$ cat src/rtl/dxl_pkg.sv
package dxl_pkg;

   typedef enum logic [3:0] {
      DXL_OK       = 4'd0,
      DXL_ALIGN    = 4'd1,
      DXL_BADVA    = 4'd2,
      DXL_SPAGE    = 4'd3,
      DXL_MISS     = 4'd4,
      DXL_MISS_PTE = 4'd5,
      DXL_ACCESS   = 4'd6,
      DXL_FAULTON  = 4'd7,
      DXL_MCHK     = 4'd8,
      DXL_UNIMP    = 4'd9
   } dxl_fault_e;

   localparam int FL_W     = 6;
   localparam int FL_WR    = 0;
   localparam int FL_BADVA = 1;
   localparam int FL_ACV   = 2;
   localparam int FL_MISS  = 3;
   localparam int FL_FONR  = 4;
   localparam int FL_FONW  = 5;

   localparam logic [1:0] MODE_KERNEL = 2'd0;

endpackage

$ cat src/rtl/dxl_mode_sel.sv
module dxl_mode_sel #(
   parameter int MODE_W = 2
) (
   input  logic              pc_low,
   input  logic              use_alt,
   input  logic [MODE_W-1:0] cur,
   input  logic [MODE_W-1:0] alt,
   output logic [MODE_W-1:0] eff
);
   always_comb begin
      if (!pc_low)      eff = cur;
      else if (use_alt) eff = alt;
      else              eff = '0;
   end
endmodule

$ cat src/rtl/dxl_perm.sv
module dxl_perm
   import dxl_pkg::*;
#(
   parameter int NMODE  = 4,
   parameter int MODE_W = $clog2(NMODE)
) (
   input  logic              is_wr,
   input  logic [MODE_W-1:0] mode,
   input  logic [NMODE-1:0]  rd_en,
   input  logic [NMODE-1:0]  wr_en,
   input  logic              fo_rd,
   input  logic              fo_wr,
   output dxl_fault_e        fault,
   output logic [FL_W-1:0]   flags
);
   logic allowed;
   logic fo_hit;

   always_comb begin
      allowed = is_wr ? wr_en[mode] : rd_en[mode];
      fo_hit  = is_wr ? fo_wr : fo_rd;
      fault   = DXL_OK;
      flags   = '0;
      if (!allowed) begin
         fault          = DXL_ACCESS;
         flags[FL_ACV]  = 1'b1;
         flags[FL_WR]   = is_wr;
         flags[FL_FONW] = is_wr & fo_wr;
         flags[FL_FONR] = ~is_wr & fo_rd;
      end else if (fo_hit) begin
         fault          = DXL_FAULTON;
         flags[FL_WR]   = is_wr;
         flags[FL_FONW] = is_wr;
         flags[FL_FONR] = ~is_wr;
      end
   end
endmodule

$ cat src/rtl/dxl_pa_post.sv
module dxl_pa_post
   import dxl_pkg::*;
#(
   parameter int CHK_W = 64,
   parameter int PA_W  = 44
) (
   input  logic [CHK_W-1:0] raw,
   output dxl_fault_e       fault,
   output logic             unc,
   output logic [PA_W-1:0]  pa
);
   localparam int UNC_BIT = PA_W - 1;
   localparam int CLR_HI  = PA_W - 2;
   localparam int CLR_LO  = PA_W - 9;

   always_comb begin
      fault = DXL_OK;
      unc   = 1'b0;
      pa    = raw[PA_W-1:0];
      if (|raw[CHK_W-1:PA_W]) begin
         fault = DXL_MCHK;
         pa    = '0;
      end else if (raw[UNC_BIT]) begin
         if (raw[CLR_HI -: 2] == 2'b01) begin
            fault = DXL_UNIMP;
            pa    = '0;
         end else begin
            unc                = 1'b1;
            pa[CLR_HI:CLR_LO]  = '0;
         end
      end
   end
endmodule

$ cat src/rtl/dxl_check.sv
module dxl_check
   import dxl_pkg::*;
#(
   parameter int VA_W        = 64,
   parameter int VA_IMPL_W   = 48,
   parameter int PA_W        = 44,
   parameter int PAGE_SHIFT  = 13,
   parameter int NMODE       = 4,
   parameter bit SP_SIGN_EXT = 1'b1,
   localparam int MODE_W     = $clog2(NMODE),
   localparam int PPN_W      = PA_W - PAGE_SHIFT,
   localparam int VPN_W      = VA_IMPL_W - PAGE_SHIFT
) (
   input  logic              clk,
   input  logic              rst_n,
   input  logic              req_valid,
   input  logic [VA_W-1:0]   req_va,
   input  logic [1:0]        req_size_log2,
   input  logic              req_write,
   input  logic              req_phys,
   input  logic              req_alt,
   input  logic              req_pte,
   input  logic              req_pc_low,
   input  logic [MODE_W-1:0] cur_mode,
   input  logic [MODE_W-1:0] alt_mode,
   input  logic              spage_en,
   output logic [VPN_W-1:0]  lk_vpn,
   input  logic              lk_hit,
   input  logic [PPN_W-1:0]  lk_ppn,
   input  logic [NMODE-1:0]  lk_rd_en,
   input  logic [NMODE-1:0]  lk_wr_en,
   input  logic              lk_fault_rd,
   input  logic              lk_fault_wr,
   output logic              rsp_valid,
   output logic [PA_W-1:0]   rsp_pa,
   output logic              rsp_uncache,
   output logic [3:0]        rsp_fault,
   output logic [FL_W-1:0]   rsp_flags
);
   localparam int SX_BIT = PA_W - 4;
   localparam int CLR_HI = PA_W - 2;
   localparam int CLR_LO = PA_W - 9;
   localparam logic [VA_W-1:0] PA_MASK = (VA_W'(1) << PA_W) - VA_W'(1);
   localparam logic [6:0] SP_TAG = 7'h7e;

   if (VA_IMPL_W < PAGE_SHIFT + 8 || VA_IMPL_W > VA_W) begin : g_bad_va
      $error("dxl_check: VA_IMPL_W out of range");
   end
   if (PA_W < PAGE_SHIFT + 9 || PA_W >= VA_W) begin : g_bad_pa
      $error("dxl_check: PA_W out of range");
   end
   if (NMODE < 2 || (1 << MODE_W) != NMODE) begin : g_bad_mode
      $error("dxl_check: NMODE must be a power of two");
   end

   assign lk_vpn = req_va[VA_IMPL_W-1:PAGE_SHIFT];

   logic [VA_W-1:0] align_mask;
   logic            misaligned, va_ok, is_sp;
   logic [VA_W-VA_IMPL_W:0] va_top;

   assign align_mask = (VA_W'(1) << req_size_log2) - VA_W'(1);
   assign misaligned = |(req_va & align_mask);
   assign va_top     = req_va[VA_W-1:VA_IMPL_W-1];
   assign va_ok      = (&va_top) | ~(|va_top);
   assign is_sp      = spage_en && (req_va[VA_IMPL_W-1 -: 7] == SP_TAG);

   logic [VA_W-1:0] sp_pa;
   if (SP_SIGN_EXT) begin : g_sx
      always_comb begin
         sp_pa = req_va & PA_MASK;
         if (sp_pa[SX_BIT]) sp_pa[PA_W-1:SX_BIT] = '1;
         else               sp_pa[VA_W-1:SX_BIT] = '0;
      end
   end else begin : g_nosx
      assign sp_pa = req_va & PA_MASK;
   end

   logic [MODE_W-1:0] eff_mode;
   dxl_mode_sel #(.MODE_W(MODE_W)) u_mode (
      .pc_low (req_pc_low),
      .use_alt(req_alt),
      .cur    (cur_mode),
      .alt    (alt_mode),
      .eff    (eff_mode)
   );

   dxl_fault_e      perm_fault;
   logic [FL_W-1:0] perm_flags;
   dxl_perm #(.NMODE(NMODE), .MODE_W(MODE_W)) u_perm (
      .is_wr(req_write),
      .mode (eff_mode),
      .rd_en(lk_rd_en),
      .wr_en(lk_wr_en),
      .fo_rd(lk_fault_rd),
      .fo_wr(lk_fault_wr),
      .fault(perm_fault),
      .flags(perm_flags)
   );

   logic [VA_W-1:0] raw_pa;
   dxl_fault_e      post_fault;
   logic            post_unc;
   logic [PA_W-1:0] post_pa;
   dxl_pa_post #(.CHK_W(VA_W), .PA_W(PA_W)) u_post (
      .raw  (raw_pa),
      .fault(post_fault),
      .unc  (post_unc),
      .pa   (post_pa)
   );

   dxl_fault_e      nx_fault;
   logic [FL_W-1:0] nx_flags;
   logic [PA_W-1:0] nx_pa;
   logic            nx_unc;
   logic            use_post;

   always_comb begin
      nx_fault = DXL_OK;
      nx_flags = '0;
      raw_pa   = '0;
      use_post = 1'b0;
      if (misaligned) begin
         nx_fault        = DXL_ALIGN;
         nx_flags[FL_WR] = req_write;
      end else if (req_phys) begin
         raw_pa   = req_va;
         use_post = 1'b1;
      end else if (!va_ok) begin
         nx_fault           = DXL_BADVA;
         nx_flags[FL_WR]    = req_write;
         nx_flags[FL_BADVA] = 1'b1;
         nx_flags[FL_ACV]   = 1'b1;
      end else if (is_sp) begin
         if (cur_mode != MODE_KERNEL) begin
            nx_fault         = DXL_SPAGE;
            nx_flags[FL_WR]  = req_write;
            nx_flags[FL_ACV] = 1'b1;
         end else begin
            raw_pa   = sp_pa;
            use_post = 1'b1;
         end
      end else if (!lk_hit) begin
         nx_fault          = req_pte ? DXL_MISS_PTE : DXL_MISS;
         nx_flags[FL_WR]   = req_write;
         nx_flags[FL_MISS] = 1'b1;
      end else if (perm_fault != DXL_OK) begin
         nx_fault = perm_fault;
         nx_flags = perm_flags;
      end else begin
         raw_pa   = VA_W'({lk_ppn, req_va[PAGE_SHIFT-1:0]});
         use_post = 1'b1;
      end
      nx_pa  = '0;
      nx_unc = 1'b0;
      if (use_post) begin
         nx_fault = post_fault;
         nx_pa    = post_pa;
         nx_unc   = post_unc;
      end
   end

   always_ff @(posedge clk or negedge rst_n) begin
      if (!rst_n) begin
         rsp_valid   <= 1'b0;
         rsp_pa      <= '0;
         rsp_uncache <= 1'b0;
         rsp_fault   <= '0;
         rsp_flags   <= '0;
      end else begin
         rsp_valid <= req_valid;
         if (req_valid) begin
            rsp_pa      <= nx_pa;
            rsp_uncache <= nx_unc;
            rsp_fault   <= nx_fault;
            rsp_flags   <= nx_flags;
         end
      end
   end

   p_rsp_follows_r2: assert property (@(posedge clk) disable iff (!rst_n)
      req_valid |=> rsp_valid);
   p_rsp_idle_r2: assert property (@(posedge clk) disable iff (!rst_n)
      !req_valid |=> !rsp_valid);
   p_align_first_r3: assert property (@(posedge clk) disable iff (!rst_n)
      (req_valid && misaligned) |=> (rsp_fault == DXL_ALIGN));
   p_miss_flag_r7: assert property (@(posedge clk) disable iff (!rst_n)
      (rsp_valid && (rsp_fault == DXL_MISS || rsp_fault == DXL_MISS_PTE))
         |-> rsp_flags[FL_MISS]);
   p_unc_clear_r12: assert property (@(posedge clk) disable iff (!rst_n)
      (rsp_valid && rsp_uncache) |-> (rsp_pa[PA_W-1] && rsp_pa[CLR_HI:CLR_LO] == '0));
   p_fault_clean_r13: assert property (@(posedge clk) disable iff (!rst_n)
      (rsp_valid && rsp_fault != DXL_OK) |-> (rsp_pa == '0 && !rsp_uncache));

endmodule

$ cat config.mk
export PLATFORM = sky130hd
export DESIGN_NAME = dxl_check
export DESIGN_NICKNAME = d
export VERILOG_FILES = /design/src/rtl/dxl_pkg.sv /design/src/rtl/dxl_mode_sel.sv /design/src/rtl/dxl_perm.sv /design/src/rtl/dxl_pa_post.sv /design/src/rtl/dxl_check.sv
export SDC_FILE = /design/constraint.sdc
export NUM_CORES = 1
export LEC_CHECK = 0
export BUFFER_PORTS_ARGS = -buffer_cell sky130_fd_sc_hd__buf_2
export CAP_MARGIN = 30
export CORE_MARGIN = 2
export CORE_UTILIZATION = 24
export DETAILED_ROUTE_END_ITERATION = 6
export PLACE_DENSITY = 0.59
export REMOVE_ABC_BUFFERS = 1
export SETUP_SLACK_MARGIN = 0.1
export SKIP_LAST_GASP = 1
export SLEW_MARGIN = 20
export SYNTH_ARGS = -nofsm -noshare
export SYNTH_HDL_FRONTEND = slang
export SYNTH_SLANG_ARGS = --single-unit
$ cat constraint.sdc
create_clock -name clk -period 0.88 [get_ports clk]
set_input_delay 0.044 -clock clk [delete_from_list [all_inputs] [get_ports clk]]
set_output_delay 0.044 -clock clk [all_outputs]
set_load 0.005 [all_outputs]
* Yosys cells after proc, flatten, opt, wreduce, memory -nomap -nowiden
Cells that the tools add are included.
** Word-level totals
- Logic and storage cells :: 89
- Flip-flop bits (word level) :: 56
** Operators by class
- Shift-type cells :: 1
- $add $sub $neg :: 1
- Reductions and logical operators :: 7
- Magnitude comparators :: 1
- Bitwise logic cells :: 6
- Mux-type cells :: 66
- Eq/ne operators :: 2
** Operator list (number)
- $mux W44 :: 6
- $mux W64 :: 4
- $and A64 B64 Y64 :: 1
- $reduce_or A64 Y1 :: 1
- $shl A1 B2 Y64 const A :: 1
- $sub A64 B2 Y64 const B :: 1
- $mux W4 :: 12
- $mux W35 :: 1
- $mux W1 :: 27
- $reduce_or A20 Y1 :: 1
- $reduce_and A17 Y1 :: 1
- $reduce_or A17 Y1 :: 1
- $mux W2 :: 7
- $mux W3 :: 4
- $mux W6 :: 2
- $eq A7 B7 Y1 const B :: 1
- $mux W5 :: 1
- $bmux W1 S2 :: 2
- $reduce_bool A4 Y1 :: 1
- $lt A2 B3 Y1 const B :: 1
- $and A1 B1 Y1 :: 2
- $eq A2 B1 Y1 const B :: 1
- $not A1 Y1 :: 2
- $reduce_bool A2 Y1 :: 1
- other kinds (2) :: 2

* Depth between registers and ports, before layout
Gate-level depths: netlist (run 1).
- Depth in word-level cells :: 18
- Mapped depth :: 10
- Mapped depth without buffers :: 9

* Modules after synthesis
Synthesis (run 1) repeated with hierarchy kept, for this count alone.
** Unflattened totals
- Cells, all modules :: 590
- Area total of the unflattened synthesis :: 4560.6 sq um
** Modules (own cells, without submodules)
- dxl_check :: area each 3714.8 sq um, times used 1, sequential area each 1401.3 sq um, cells an instance 450
- dxl_pa_post :: area each 669.4 sq um, times used 1, sequential area each 0.0 sq um, cells an instance 114
- dxl_perm :: area each 148.9 sq um, times used 1, sequential area each 0.0 sq um, cells an instance 20
- dxl_mode_sel :: area each 27.5 sq um, times used 1, sequential area each 0.0 sq um, cells an instance 6

* Least setup slack after synthesis (run 1)
No wires, ideal clock.
- Path kind :: input -> register
- Start :: input port alt_mode[0]
- End :: register rsp_pa[10]
- Cell stages on the path :: 9
- Arrival :: 2266 ps
- Library setup time :: 122 ps
- Path slack :: -1508 ps
- Cells stage by stage :: and2_4 -> mux2_4 -> mux4_2 -> a2111oi_4 -> a31o_2 -> nand3b_4 -> o211ai_4 -> buf_6 -> o2bb2ai_1
** Between the ends
- Word-level cells in the longest chain between the ends :: 18
- Elaborated cells on any way between the ends :: 26
- Those cells by class :: eq/ne: 1; mux: 24; reduce/logical: 1
** RTL lines
- start, declared :: RTL line dxl_check.sv:25 : input logic [MODE_W-1:0] alt_mode,
- $mux W2 * :: RTL line dxl_mode_sel.sv:12 : else if (use_alt) eff = alt;
- $mux W2 * :: RTL line dxl_mode_sel.sv:11 : if (!pc_low) eff = cur;
- $bmux W1 S2 :: RTL line dxl_perm.sv:20 : allowed = is_wr ? wr_en[mode] : rd_en[mode];
- $mux W1 (not written as such) :: RTL line dxl_perm.sv:20
- $mux W1 * :: RTL line dxl_perm.sv:20
- $mux W4 * :: RTL line dxl_perm.sv:24 : if (!allowed) begin
- $reduce_bool A4 Y1 * :: RTL line dxl_check.sv:147 : end else if (perm_fault != DXL_OK) begin
- $mux W44 :: RTL line dxl_check.sv:147
- (+2 left out)
- $mux W64 :: RTL line dxl_check.sv:129 : end else if (!va_ok) begin
- $mux W64 :: RTL line dxl_check.sv:126 : end else if (req_phys) begin
- $mux W64 :: RTL line dxl_check.sv:123 : if (misaligned) begin
- $eq A2 B1 Y1 :: RTL line dxl_pa_post.sv:24 : if (raw[CLR_HI -: 2] == 2'b01) begin
- $mux W35 :: RTL line dxl_pa_post.sv:24
- $mux W44 :: RTL line dxl_pa_post.sv:23 : end else if (raw[UNC_BIT]) begin
- $mux W44 :: RTL line dxl_pa_post.sv:20 : if (|raw[CHK_W-1:PA_W]) begin
- $mux W44 * :: RTL line dxl_check.sv:156 : if (use_post) begin
- end signal, assigned :: RTL line dxl_check.sv:173 : rsp_pa <= nx_pa;
- end, declared :: RTL line dxl_check.sv:35 : output logic [PA_W-1:0] rsp_pa,
Mark *: on every way between the ends. The rest lies on a longest branch, timed or not. The select of a mux whose other input is x is not followed.
A chain may end at the register's enable or synchronous reset.

* Worst setup path after layout (run 1)
- Start :: input port alt_mode[0]
- End :: register rsp_pa[16]
The elaborated chain is that of the path after synthesis.

==> results.sh, run 1 <==
export IMPL_numCtsBuffers=5
export IMPL_routabilityCongestion=0.8315
export IMPL_drc=0
export IMPL_vias=3918
export IMPL_fin_area_sq_um=6007
export IMPL_synth_cells=333
export IMPL_cp_slowest_cell="mux4_2"
export IMPL_worstHoldPathType="input port to register"
export IMPL_ys_seq_area_share_pct=41.53
export IMPL_synth_warnings=0
export IMPL_numPortBuffers=211
export IMPL_worst_pin_slew_ns=0.4443
export IMPL_cts_tree="done"
export IMPL_p_per_area_nw_per_um2=1080
export IMPL_area_growth_syn_to_layout_pct=81.24
export IMPL_final_hold_violation_count=0
export IMPL_rsz0062_at_grt="yes"
export IMPL_max_freq_mhz=462.4
export IMPL_layout_nets=770
export IMPL_placed_cells_incl_taps=763
export IMPL_mostFrequentLayoutCell="buf_2"
export IMPL_grt_start_max_net_pins=56
export IMPL_drive_above_1_share_pct=64.45
export IMPL_routedWlPerCell_microns=16.22
export IMPL_drv_slew=0
export IMPL_min_period_ns=2.163
export IMPL_rows=42
export IMPL_setup_ws_ns=-1.283
export IMPL_wl_microns=13350
export IMPL_violations="negative setup slack"
export IMPL_clk_pin_slew_ns=0.07
export IMPL_path_max_fanout=18
export IMPL_first_iter_violations=170
export IMPL_setup_viol=57
export IMPL_relSlewSlack_pct=70.07
export IMPL_final_cells=823
export IMPL_p_leak_nw=3.087
export IMPL_core_area_sq_um=13350
export IMPL_antenna_found_initial=0
export IMPL_pin_count=212
export IMPL_cts_sinks=55
export IMPL_crit_chain="buf_6, and2_4, mux2_4, mux4_2, a2111oi_4, buf_4, nand4_1, nand3b_4, o211ai_4, buf_12, o2bb2ai_1"
export IMPL_required_ns=1.09
export IMPL_die_area_sq_um=14770
export IMPL_status="finished, violations left"
export IMPL_cts_root_buf="clkbuf_16"
export IMPL_cp_slowest_stage_delay_ns=0.50
export IMPL_grt_pass1_wl_microns=20420
export IMPL_firstDrtPassIters=4
export IMPL_synthFlopType="dfrtp_1"
export IMPL_ff_latch_area_sq_um=1378
export IMPL_ys_types=49
export IMPL_track_usage_pct=17.62
export IMPL_multi_input_comb_area_sq_um=1784
export IMPL_die_x_microns=121.5
export IMPL_synth_edf_count=0
export IMPL_synth_seq_cells=55
export IMPL_synth_area_per_cell_sq_um=9.953
export IMPL_placement_cell_area_sq_um=5010
export IMPL_crit_path_start_kind="input port"
export IMPL_period_share_pct=245.8
export IMPL_fin_hold_ws_ns=0.03973
export IMPL_fill_cells=1315
export IMPL_critical_path_class="input port to register"
export IMPL_clkLatencyLatePin_ns=0.29
export IMPL_mostFrequentLayoutCells="206 x buf_2, 124 x buf_4, 54 x dfrtp_1"
export IMPL_vdd_drop_max_uv=784.1
export IMPL_die_height_microns=121.5
export IMPL_htree_levels=2
export IMPL_detail_route_antenna_nets=0
export IMPL_place_hpwl_microns=9639
export IMPL_vias_per_cell=4.761
export IMPL_synth_cell_area_sq_um=3314
export IMPL_n_antenna_cell=0
export IMPL_fin_total_pwr_mw=6.489
export IMPL_maxCapViolCount=0
export IMPL_start_util_pct=24.83
export IMPL_clk_path_buf_depth=2
export IMPL_worst_ep_arrival_time_ns=2.37
export IMPL_grt_pass1_vias=4048
export IMPL_async_flop_share_pct=100.0
export IMPL_worst_path_buf_inv=3
export IMPL_gr_total_overflow=0
export IMPL_finClkSkew_ns=0
export IMPL_end_kind="register"
export IMPL_critPathTopFamily="multiplexers"
export IMPL_dp_slack_ns=-1.664
[synth_stat cells, drive strengths merged, types with 2 or more instances]
cell type | number | area [sq um]
a21oi | 5 | 25.02
o2bb2ai | 49 | 441.7
nand2b | 2 | 12.51
nand4 | 10 | 62.56
a31o | 2 | 17.52
nor4 | 12 | 75.07
mux2 | 2 | 26.27
inv | 21 | 78.83
nor2b | 2 | 12.51
a32o | 2 | 20.02
a22oi | 28 | 210.2
nor3b | 3 | 22.52
clkbuf | 10 | 37.54
o221ai | 2 | 17.52
nor3 | 3 | 15.01
nor2 | 13 | 48.80
o21a | 2 | 15.01
dfrtp | 55 | 1376
mux2i | 2 | 20.02
a22o | 3 | 26.28
nand3 | 7 | 35.03
ha | 2 | 25.02
buf | 43 | 326.6
and3 | 2 | 12.51
and2 | 4 | 27.53
a31oi | 3 | 18.77
o21ai | 8 | 40.04
nand2 | 17 | 63.81
or2 | 3 | 18.77
o211ai | 3 | 36.28
[final timing paths]
check / slack (ns) / from / end / cells after the start
worst max-delay path: -1.28 / alt_mode[0] / rsp_pa[16] / 11
worst min-delay path: 0.04 / req_va[33] / rsp_pa[33] / 3
worst max register to register: -0.17 / rsp_fault[0] / rsp_fault[0] / 5
worst min register to register: 0.49 / rsp_pa[14] / rsp_pa[14] / 1
max in group asynchronous: 0.33 / rst_n / rsp_fault[0] / 3
min in group asynchronous: 0.27 / rst_n / rsp_pa[17] / 3
[kinds of logic after synthesis]
logic type	count (synthesis)	synth area share [%]
AO/OA/AOI/OAI	115	28.84
adder cells (fa/ha/maj)	2	0.7549
buffers and inverters	75	13.48
flip-flops	55	41.53
multiplexers	5	2.076
AND/OR/NAND/NOR	81	13.33
[tightest hold or removal path: stages]
cell and delay (ns):
buf_2 0.08, a22oi_1 0.06, o2bb2ai_1 0.11
[area by class of cell]
type	count	share of cell area, %
clock buffers	6	2.145
clock inverters	1	0.4999
inverters	22	1.375
multi-input cells	203	29.70
flip-flops and latches	55	22.93
well taps	176	3.666
repair buffers	360	39.68
[flip-flops by register name, indices dropped and copies added, names as in the netlist]
register   cells
rsp_pa        44
rsp_flags      6
rsp_fault      4
rsp_valid      1
[metrics by stage]
step | setup TNS (ns) | utilization [%]
4_1_cts | -61.89 | 43.24
2_1_floorplan | -90.21 | -
3_3_place_gp | -82.79 | 37.53
3_5_place_dp | -84.46 | 37.53
5_1_grt | -69.25 | 45.00
6_report | -64.34 | 45.00
[what timing repair did]
| action | CTS | global route |
|---|---|---|
| endpoints found under the hold margin | 59 | 0 |
| setup endpoints to repair | 110 | 110 |
| gates cloned | 2 | 1 |
| pin swaps | 23 | 15 |
| buffers inserted | 32 | 17 |
| resized for setup | 54 | 26 |
| hold buffers | 5 | 0 |
[per-layer routing]
layer	wire [microns]	vias to the layer above	GRT usage [%]
met5	0	-	0
met4	208	0	4.598
met3	805	13	3.430
met2	6603	159	31.46
met1	5732	1886	21.71
li1	-	1860	-
[where the power goes]
group	switching, mW	internal, mW
Sequential	0.0305	2.58
Clock	0.912	1.33
Combinational	0.761	0.877
Note: power is estimated with default switching activity, not from simulation.
==> run 2, diff against run 1 <==
--- a/config.mk
+++ b/config.mk
@@ -8,9 +8,9 @@
 export BUFFER_PORTS_ARGS = -buffer_cell sky130_fd_sc_hd__buf_2
 export CAP_MARGIN = 30
 export CORE_MARGIN = 2
-export CORE_UTILIZATION = 24
+export CORE_UTILIZATION = 39
 export DETAILED_ROUTE_END_ITERATION = 6
-export PLACE_DENSITY = 0.59
+export PLACE_DENSITY = 0.85
 export REMOVE_ABC_BUFFERS = 1
 export SETUP_SLACK_MARGIN = 0.1
 export SKIP_LAST_GASP = 1
==> results.sh, run 2 (synthesized netlist as in run 1, its figures left out) <==
export IMPL_cp_startpoint="req_alt"
export IMPL_max_freq_mhz=445.4
export IMPL_clk_pin_slew_ns=0.12
export IMPL_placement_cell_area_sq_um=4876
export IMPL_worstHoldPathType="input port to register"
export IMPL_top_register="rsp_pa"
export IMPL_n_antenna_cell=0
export IMPL_numCtsBuffers=5
export IMPL_vias_per_cell=5.390
export IMPL_r2r_end="rsp_fault[0]"
export IMPL_p_leak_nw=3.198
export IMPL_clkLatencyLatePin_ns=0.31
export IMPL_reg_top3="rsp_pa (44), rsp_flags (6), rsp_fault (4)"
export IMPL_setup_worst_path_end="rsp_pa[16]"
export IMPL_finClkSkew_ns=0
export IMPL_setup_viol=99
export IMPL_firstDrtPassIters=5
export IMPL_gr_total_overflow=0
export IMPL_first_iter_violations=144
export IMPL_core_area_sq_um=8217
export IMPL_required_ns=1.13
export IMPL_die_height_microns=96.19
export IMPL_r2r_start="rsp_fault[0]"
export IMPL_clock_power_share_pct=26.2
export IMPL_fin_util_pct=74.55
export IMPL_crit_path_start_kind="input port"
export IMPL_final_cells=770
export IMPL_placed_cells_incl_taps=686
export IMPL_drive_above_1_share_pct=67.52
export IMPL_critical_path_class="input port to register"
export IMPL_drv_slew=0
export IMPL_final_hold_violation_count=0
export IMPL_antenna_found_initial=0
export IMPL_min_period_ns=2.245
export IMPL_cts_root_buf="clkbuf_8"
export IMPL_end_kind="register"
export IMPL_relSlewSlack_pct=68.12
export IMPL_critPathTopFamily="compound AO/OA/AOI/OAI gates"
export IMPL_routedWlPerCell_microns=17.84
export IMPL_p_sw_share_pct=30.39
export IMPL_maxCapViolCount=0
export IMPL_dp_slack_ns=-1.687
export IMPL_worst_pin_slew_ns=0.4742
export IMPL_intPower_mw=4.045
export IMPL_rsz0062_at_grt="yes"
export IMPL_grt_pass1_vias=3857
export IMPL_area_growth_syn_to_layout_pct=84.82
export IMPL_die_x_microns=96.19
export IMPL_wl_microns=13730
export IMPL_place_hpwl_microns=9007
export IMPL_pin_count=212
export IMPL_rows=33
export IMPL_mostFrequentLayoutCell="buf_2"
export IMPL_cp_slowest_stage_delay_ns=0.48
export IMPL_fin_area_sq_um=6126
export IMPL_layout_nets=787
export IMPL_largest_reg_flops=44
export IMPL_path_max_fanout=7
export IMPL_vias=4150
export IMPL_vdd_drop_max_uv=575.5
export IMPL_start_util_pct=40.34
export IMPL_drc=0
export IMPL_netSwitchingPower_mw=1.766
export IMPL_clk_path_buf_depth=2
export IMPL_routabilityCongestion=0.9388
export IMPL_reg2reg_slack_ns=-0.13
export IMPL_crit_chain="buf_6, and2_4, mux2_4, mux4_2, a2111oi_4, and3_4, o2bb2ai_4, o211ai_4, buf_12, clkbuf_16, o2bb2ai_2"
export IMPL_mostFrequentLayoutCells="204 x buf_2, 144 x buf_4, 55 x dfrtp_1"
export IMPL_violations="negative setup slack"
export IMPL_worst_path_buf_inv=3
export IMPL_grt_start_max_net_pins=56
export IMPL_worst_ep_arrival_time_ns=2.50
export IMPL_cts_tree="done"
export IMPL_grt_pass1_wl_microns=18280
export IMPL_cp_slowest_cell="mux4_2"
export IMPL_r2r_cells=4
export IMPL_numPortBuffers=211
export IMPL_crit_cells=11
export IMPL_status="finished, violations left"
export IMPL_period_share_pct=255.1
export IMPL_htree_levels=2
export IMPL_p_per_area_nw_per_um2=948.6
export IMPL_cts_sinks=55
export IMPL_track_usage_pct=25.60
export IMPL_p_comb_share_pct=29.0
export IMPL_fill_cells=596
export IMPL_setup_ws_ns=-1.365
export IMPL_sequentialPowerShare_pct=44.8
export IMPL_hp_start="req_va[29]"
export IMPL_detail_route_antenna_nets=0
export IMPL_die_area_sq_um=9252
[run 2: tightest hold or removal path: cells and delay by family]
kind	cells	cell delay, ns
buf+inv	1	0.08
compound gates	2	0.17
[run 2: cell type report]
type	instances	area (sq um)	area share (%)
Clock buffer	5	68.82	1.123
Multi-Input combinational cell	203	1941	31.68
Tap cell	105	131.4	2.145
Inverter	22	82.58	1.348
Sequential cell	55	1376	22.47
Clock inverter	3	27.53	0.4493
Timing Repair Buffer	377	2499	40.79
[run 2: power by group through the flow]
stage | Clock (mW) | Sequential (mW) | Combinational, mW
4_1_cts | 1.55 | 2.60 | 1.51
5_1_grt | 1.64 | 2.61 | 1.81
3_5_place_dp | 0 | 2.65 | 1.32
6_report | 1.52 | 2.61 | 1.68
2_1_floorplan | 0 | 2.66 | 0.358
3_3_place_gp | 0 | 2.65 | 1.28
[run 2: worst min-delay path by stage]
stage,endpoint,cells past startpoint
after floorplan,rsp_fault[0],0
after global placement,rsp_pa[42],2
after detailed placement,rsp_pa[42],2
after CTS,rsp_flags[4],3
after global routing,rsp_pa[15],3
final,rsp_pa[29],3
[run 2: through the flow]
step | hold WS [ns] | setup TNS (ns) | total power, mW
5_1_grt | 0.01484 | -73.00 | 6.061
4_1_cts | 0.001393 | -62.81 | 5.659
2_1_floorplan | -0.2516 | -90.21 | 3.015
6_report | 0.007121 | -67.40 | 5.811
3_3_place_gp | 0.06457 | -81.35 | 3.931
3_5_place_dp | 0.07148 | -84.82 | 3.971
[run 2: routing by layer]
metal  global-route usage (%)  share of wire [%]
met3                    4.855                6.6
met2                    46.47                 52
met4                    9.405                2.1
met1                    29.70                 39
met5                        0                  0
[run 2: what timing repair did]
action	4_1_cts	5_1_grt
gates resized for setup	43	43
pin swaps	21	28
setup endpoints to repair	110	110
cloned	0	3
buffers inserted	32	35
hold buffers	8	0
hold endpoints to repair	62	0
==> run 3, diff against run 2 <==
--- a/config.mk
+++ b/config.mk
@@ -8,7 +8,7 @@
 export BUFFER_PORTS_ARGS = -buffer_cell sky130_fd_sc_hd__buf_2
 export CAP_MARGIN = 30
 export CORE_MARGIN = 2
-export CORE_UTILIZATION = 39
+export CORE_UTILIZATION = 43
 export DETAILED_ROUTE_END_ITERATION = 6
 export PLACE_DENSITY = 0.85
 export REMOVE_ABC_BUFFERS = 1
@@ -17,4 +17,5 @@
 export SLEW_MARGIN = 20
 export SYNTH_ARGS = -nofsm -noshare
 export SYNTH_HDL_FRONTEND = slang
+export SYNTH_HIERARCHICAL = 1
 export SYNTH_SLANG_ARGS = --single-unit
==> results.sh, run 3 <==
export IMPL_placed_cells_incl_taps=970
export IMPL_synth_largest_area_cell="dfrtp_1"
export IMPL_layout_nets=1038
export IMPL_fin_util_pct=74.74
export IMPL_post_synth_top_area_fraction_pct=30.73
export IMPL_p_leak_nw=3.804
export IMPL_cp_slowest_stage_delay_ns=0.54
export IMPL_final_hold_violation_count=0
export IMPL_synth_most_common_cell="nand2_1"
export IMPL_numPortBuffers=211
export IMPL_max_freq_mhz=344.3
export IMPL_setup_viol=97
export IMPL_dp_slack_ns=-2.429
export IMPL_setup_ws_ns=-2.025
export IMPL_clk_pin_slew_ns=0.11
export IMPL_synth_cells=590
export IMPL_htree_levels=2
export IMPL_core_area_sq_um=10320
export IMPL_intPower_mw=5.392
export IMPL_crit_cells=18
export IMPL_placement_cell_area_sq_um=6304
export IMPL_reg_top3="rsp_pa (44), rsp_flags (6), rsp_fault (4)"
export IMPL_cts_root_buf="clkbuf_8"
export IMPL_async_flop_share_pct=100.0
export IMPL_sequentialPowerShare_pct=33.4
export IMPL_place_hpwl_microns=12200
export IMPL_r2r_end="rsp_fault[1]"
export IMPL_crit_path_start_kind="input port"
export IMPL_numCtsBuffers=5
export IMPL_worstHoldPathType="input port to register"
export IMPL_synthFlopType="dfrtp_1"
export IMPL_setup_worst_path_end="rsp_pa[34]"
export IMPL_critical_path_class="input port to register"
export IMPL_clock_power_share_pct=29.6
export IMPL_clkLatencyLatePin_ns=0.30
export IMPL_p_sw_share_pct=31.33
export IMPL_ys_types=56
export IMPL_path_max_fanout=10
export IMPL_antenna_found_initial=0
export IMPL_cp_startpoint="cur_mode[0]"
export IMPL_rows=37
export IMPL_synth_commonest_cells="139 x nand2_1, 56 x dfrtp_1, 47 x o2bb2ai_1"
export IMPL_track_usage_pct=30.35
export IMPL_mostFrequentLayoutCells="205 x buf_2, 154 x buf_4, 137 x nand2_1"
export IMPL_largest_reg_flops=44
export IMPL_fin_hold_ws_ns=0.1315
export IMPL_die_area_sq_um=11450
export IMPL_required_ns=1.13
export IMPL_synth_seq_cells=56
export IMPL_min_period_ns=2.905
export IMPL_violations="negative setup slack"
export IMPL_start_util_pct=44.18
export IMPL_routedWlPerCell_microns=18.42
export IMPL_pin_count=212
export IMPL_grt_pass1_wl_microns=27470
export IMPL_die_x_microns=107.0
export IMPL_ys_seq_area_share_pct=30.73
export IMPL_p_per_area_nw_per_um2=1018
export IMPL_synth_top_cells_by_area="dfrtp_1 31%, nand2_1 11%, o2bb2ai_1 9.0%, buf_4 6.9%, nor3_1 3.2%"
export IMPL_mostFrequentLayoutCell="buf_2"
export IMPL_cts_tree="done"
export IMPL_drive_above_1_share_pct=56.33
export IMPL_vias_per_cell=5.667
export IMPL_synth_edf_count=0
export IMPL_status="finished, violations left"
export IMPL_grt_start_max_net_pins=57
export IMPL_top_register="rsp_pa"
export IMPL_worst_ep_arrival_time_ns=3.15
export IMPL_grt_pass1_vias=5553
export IMPL_first_iter_violations=560
export IMPL_firstDrtPassIters=5
export IMPL_clk_path_buf_depth=2
export IMPL_routabilityCongestion=0.9297
export IMPL_crit_chain="buf_8, inv_4, o21ai_4, mux4_2, and2_4, a22o_4, nor4_4, and2_4, a21o_1, a22oi_2, nor2_2, nand3b_1, buf_4, buf_8, nand2_1, nor3_1, nand2_1, o2bb2ai_2"
export IMPL_drc=0
export IMPL_fin_area_sq_um=7716
export IMPL_critPathTopFamily="simple AND/OR/NAND/NOR gates"
export IMPL_r2r_cells=2
export IMPL_die_height_microns=107.0
export IMPL_n_antenna_cell=0
export IMPL_netSwitchingPower_mw=2.461
export IMPL_vdd_drop_max_uv=1005
export IMPL_synth_area_per_cell_sq_um=7.730
export IMPL_cp_slowest_cell="mux4_2"
export IMPL_synth_warnings=6
export IMPL_drv_slew=0
export IMPL_wl_microns=19380
export IMPL_p_comb_share_pct=37.0
export IMPL_vias=5962
export IMPL_synth_cell_area_sq_um=4561
export IMPL_gr_total_overflow=0
export IMPL_detail_route_antenna_nets=0
export IMPL_area_growth_syn_to_layout_pct=69.19
export IMPL_maxCapViolCount=0
export IMPL_worst_path_buf_inv=4
export IMPL_end_kind="register"
export IMPL_final_cells=1052
export IMPL_rsz0062_at_grt="yes"
export IMPL_cts_sinks=56
export IMPL_reg2reg_slack_ns=-0.08
export IMPL_finClkSkew_ns=0
export IMPL_period_share_pct=330.1
export IMPL_r2r_start="rsp_fault[1]"
==> run 3: how the worst min path moves through the flow <==
stage / from / end / depth (start not counted)
after CTS: lk_ppn[19] / rsp_pa[32] / 7
after detailed placement: rst_n / rsp_valid / 2
final: lk_ppn[2] / rsp_pa[15] / 7
after floorplan: rst_n / rsp_fault[0] / 0
after global placement: rst_n / rsp_pa[10] / 2
after global routing: lk_fault_wr / rsp_flags[5] / 4
==> run 3: per-stage QoR <==
step           power (mW)  TNS, ns
6_report            7.853   -97.86
3_5_place_dp        4.824  -122.67
3_3_place_gp        4.796  -118.05
4_1_cts             7.573   -89.88
5_1_grt             8.126  -105.67
2_1_floorplan       3.432  -160.79
==> run 3: power groups by stage <==
stage	registers [mW]	logic [mW]	clock network, mW
CTS	2.62	2.62	2.34
global route	2.62	3.07	2.43
global placement	2.67	2.13	0
detailed placement	2.67	2.16	0
floorplan	2.67	0.763	0
finish	2.62	2.91	2.33
==> run 3: logic make-up (layout without fill, tap and decap cells) <==
kind of cell | count (synthesis) | count (layout) | synth area share [%]
and+or+nand+nor | 294 | 294 | 33.03
adders and majority gates | 2 | 2 | 0.5486
DFF | 56 | 56 | 30.73
AOI/OAI and AO/OA | 121 | 121 | 20.14
other | 2 | 5 | 0.1647
buffers and inverters | 110 | 433 | 13.99
muxes | 5 | 5 | 1.399
==> run 3: per-layer routing <==
| metal | track usage (%) | vias to the layer above | part of all wire [%] |
|---|---|---|---|
| met2 | 53.32 | 406 | 50 |
| met5 | 0 | - | 0 |
| met4 | 8.071 | 0 | 2.3 |
| li1 | - | 2696 | - |
| met3 | 4.742 | 50 | 8.9 |
| met1 | 38.81 | 2810 | 39 |
==> run 3: worst register-to-register path: stages, from the launching register on <==
cell and delay, ns:
dfrtp_1 0.40, nor2b_1 0.14, a311o_1 0.31
==> run 3: layout make-up <==
cell class / count / area, sq um
multi-input combinational: 427 / 3013
sequential: 56 / 1401
timing repair buffer: 402 / 2884
clock buffer: 5 / 68.82
fill: 708 / 2608
inverter: 23 / 88.84
tap: 136 / 170.2
clock inverter: 3 / 90.09
==> run 3: what timing repair did <==
action | 4_1_cts | 5_1_grt
gates cloned | 3 | 2
endpoints found under the setup margin | 111 | 111
pin swaps | 37 | 38
hold buffers | 1 | 0
buffers inserted | 53 | 21
resized for setup | 69 | 62
hold endpoints to repair | 56 | 0
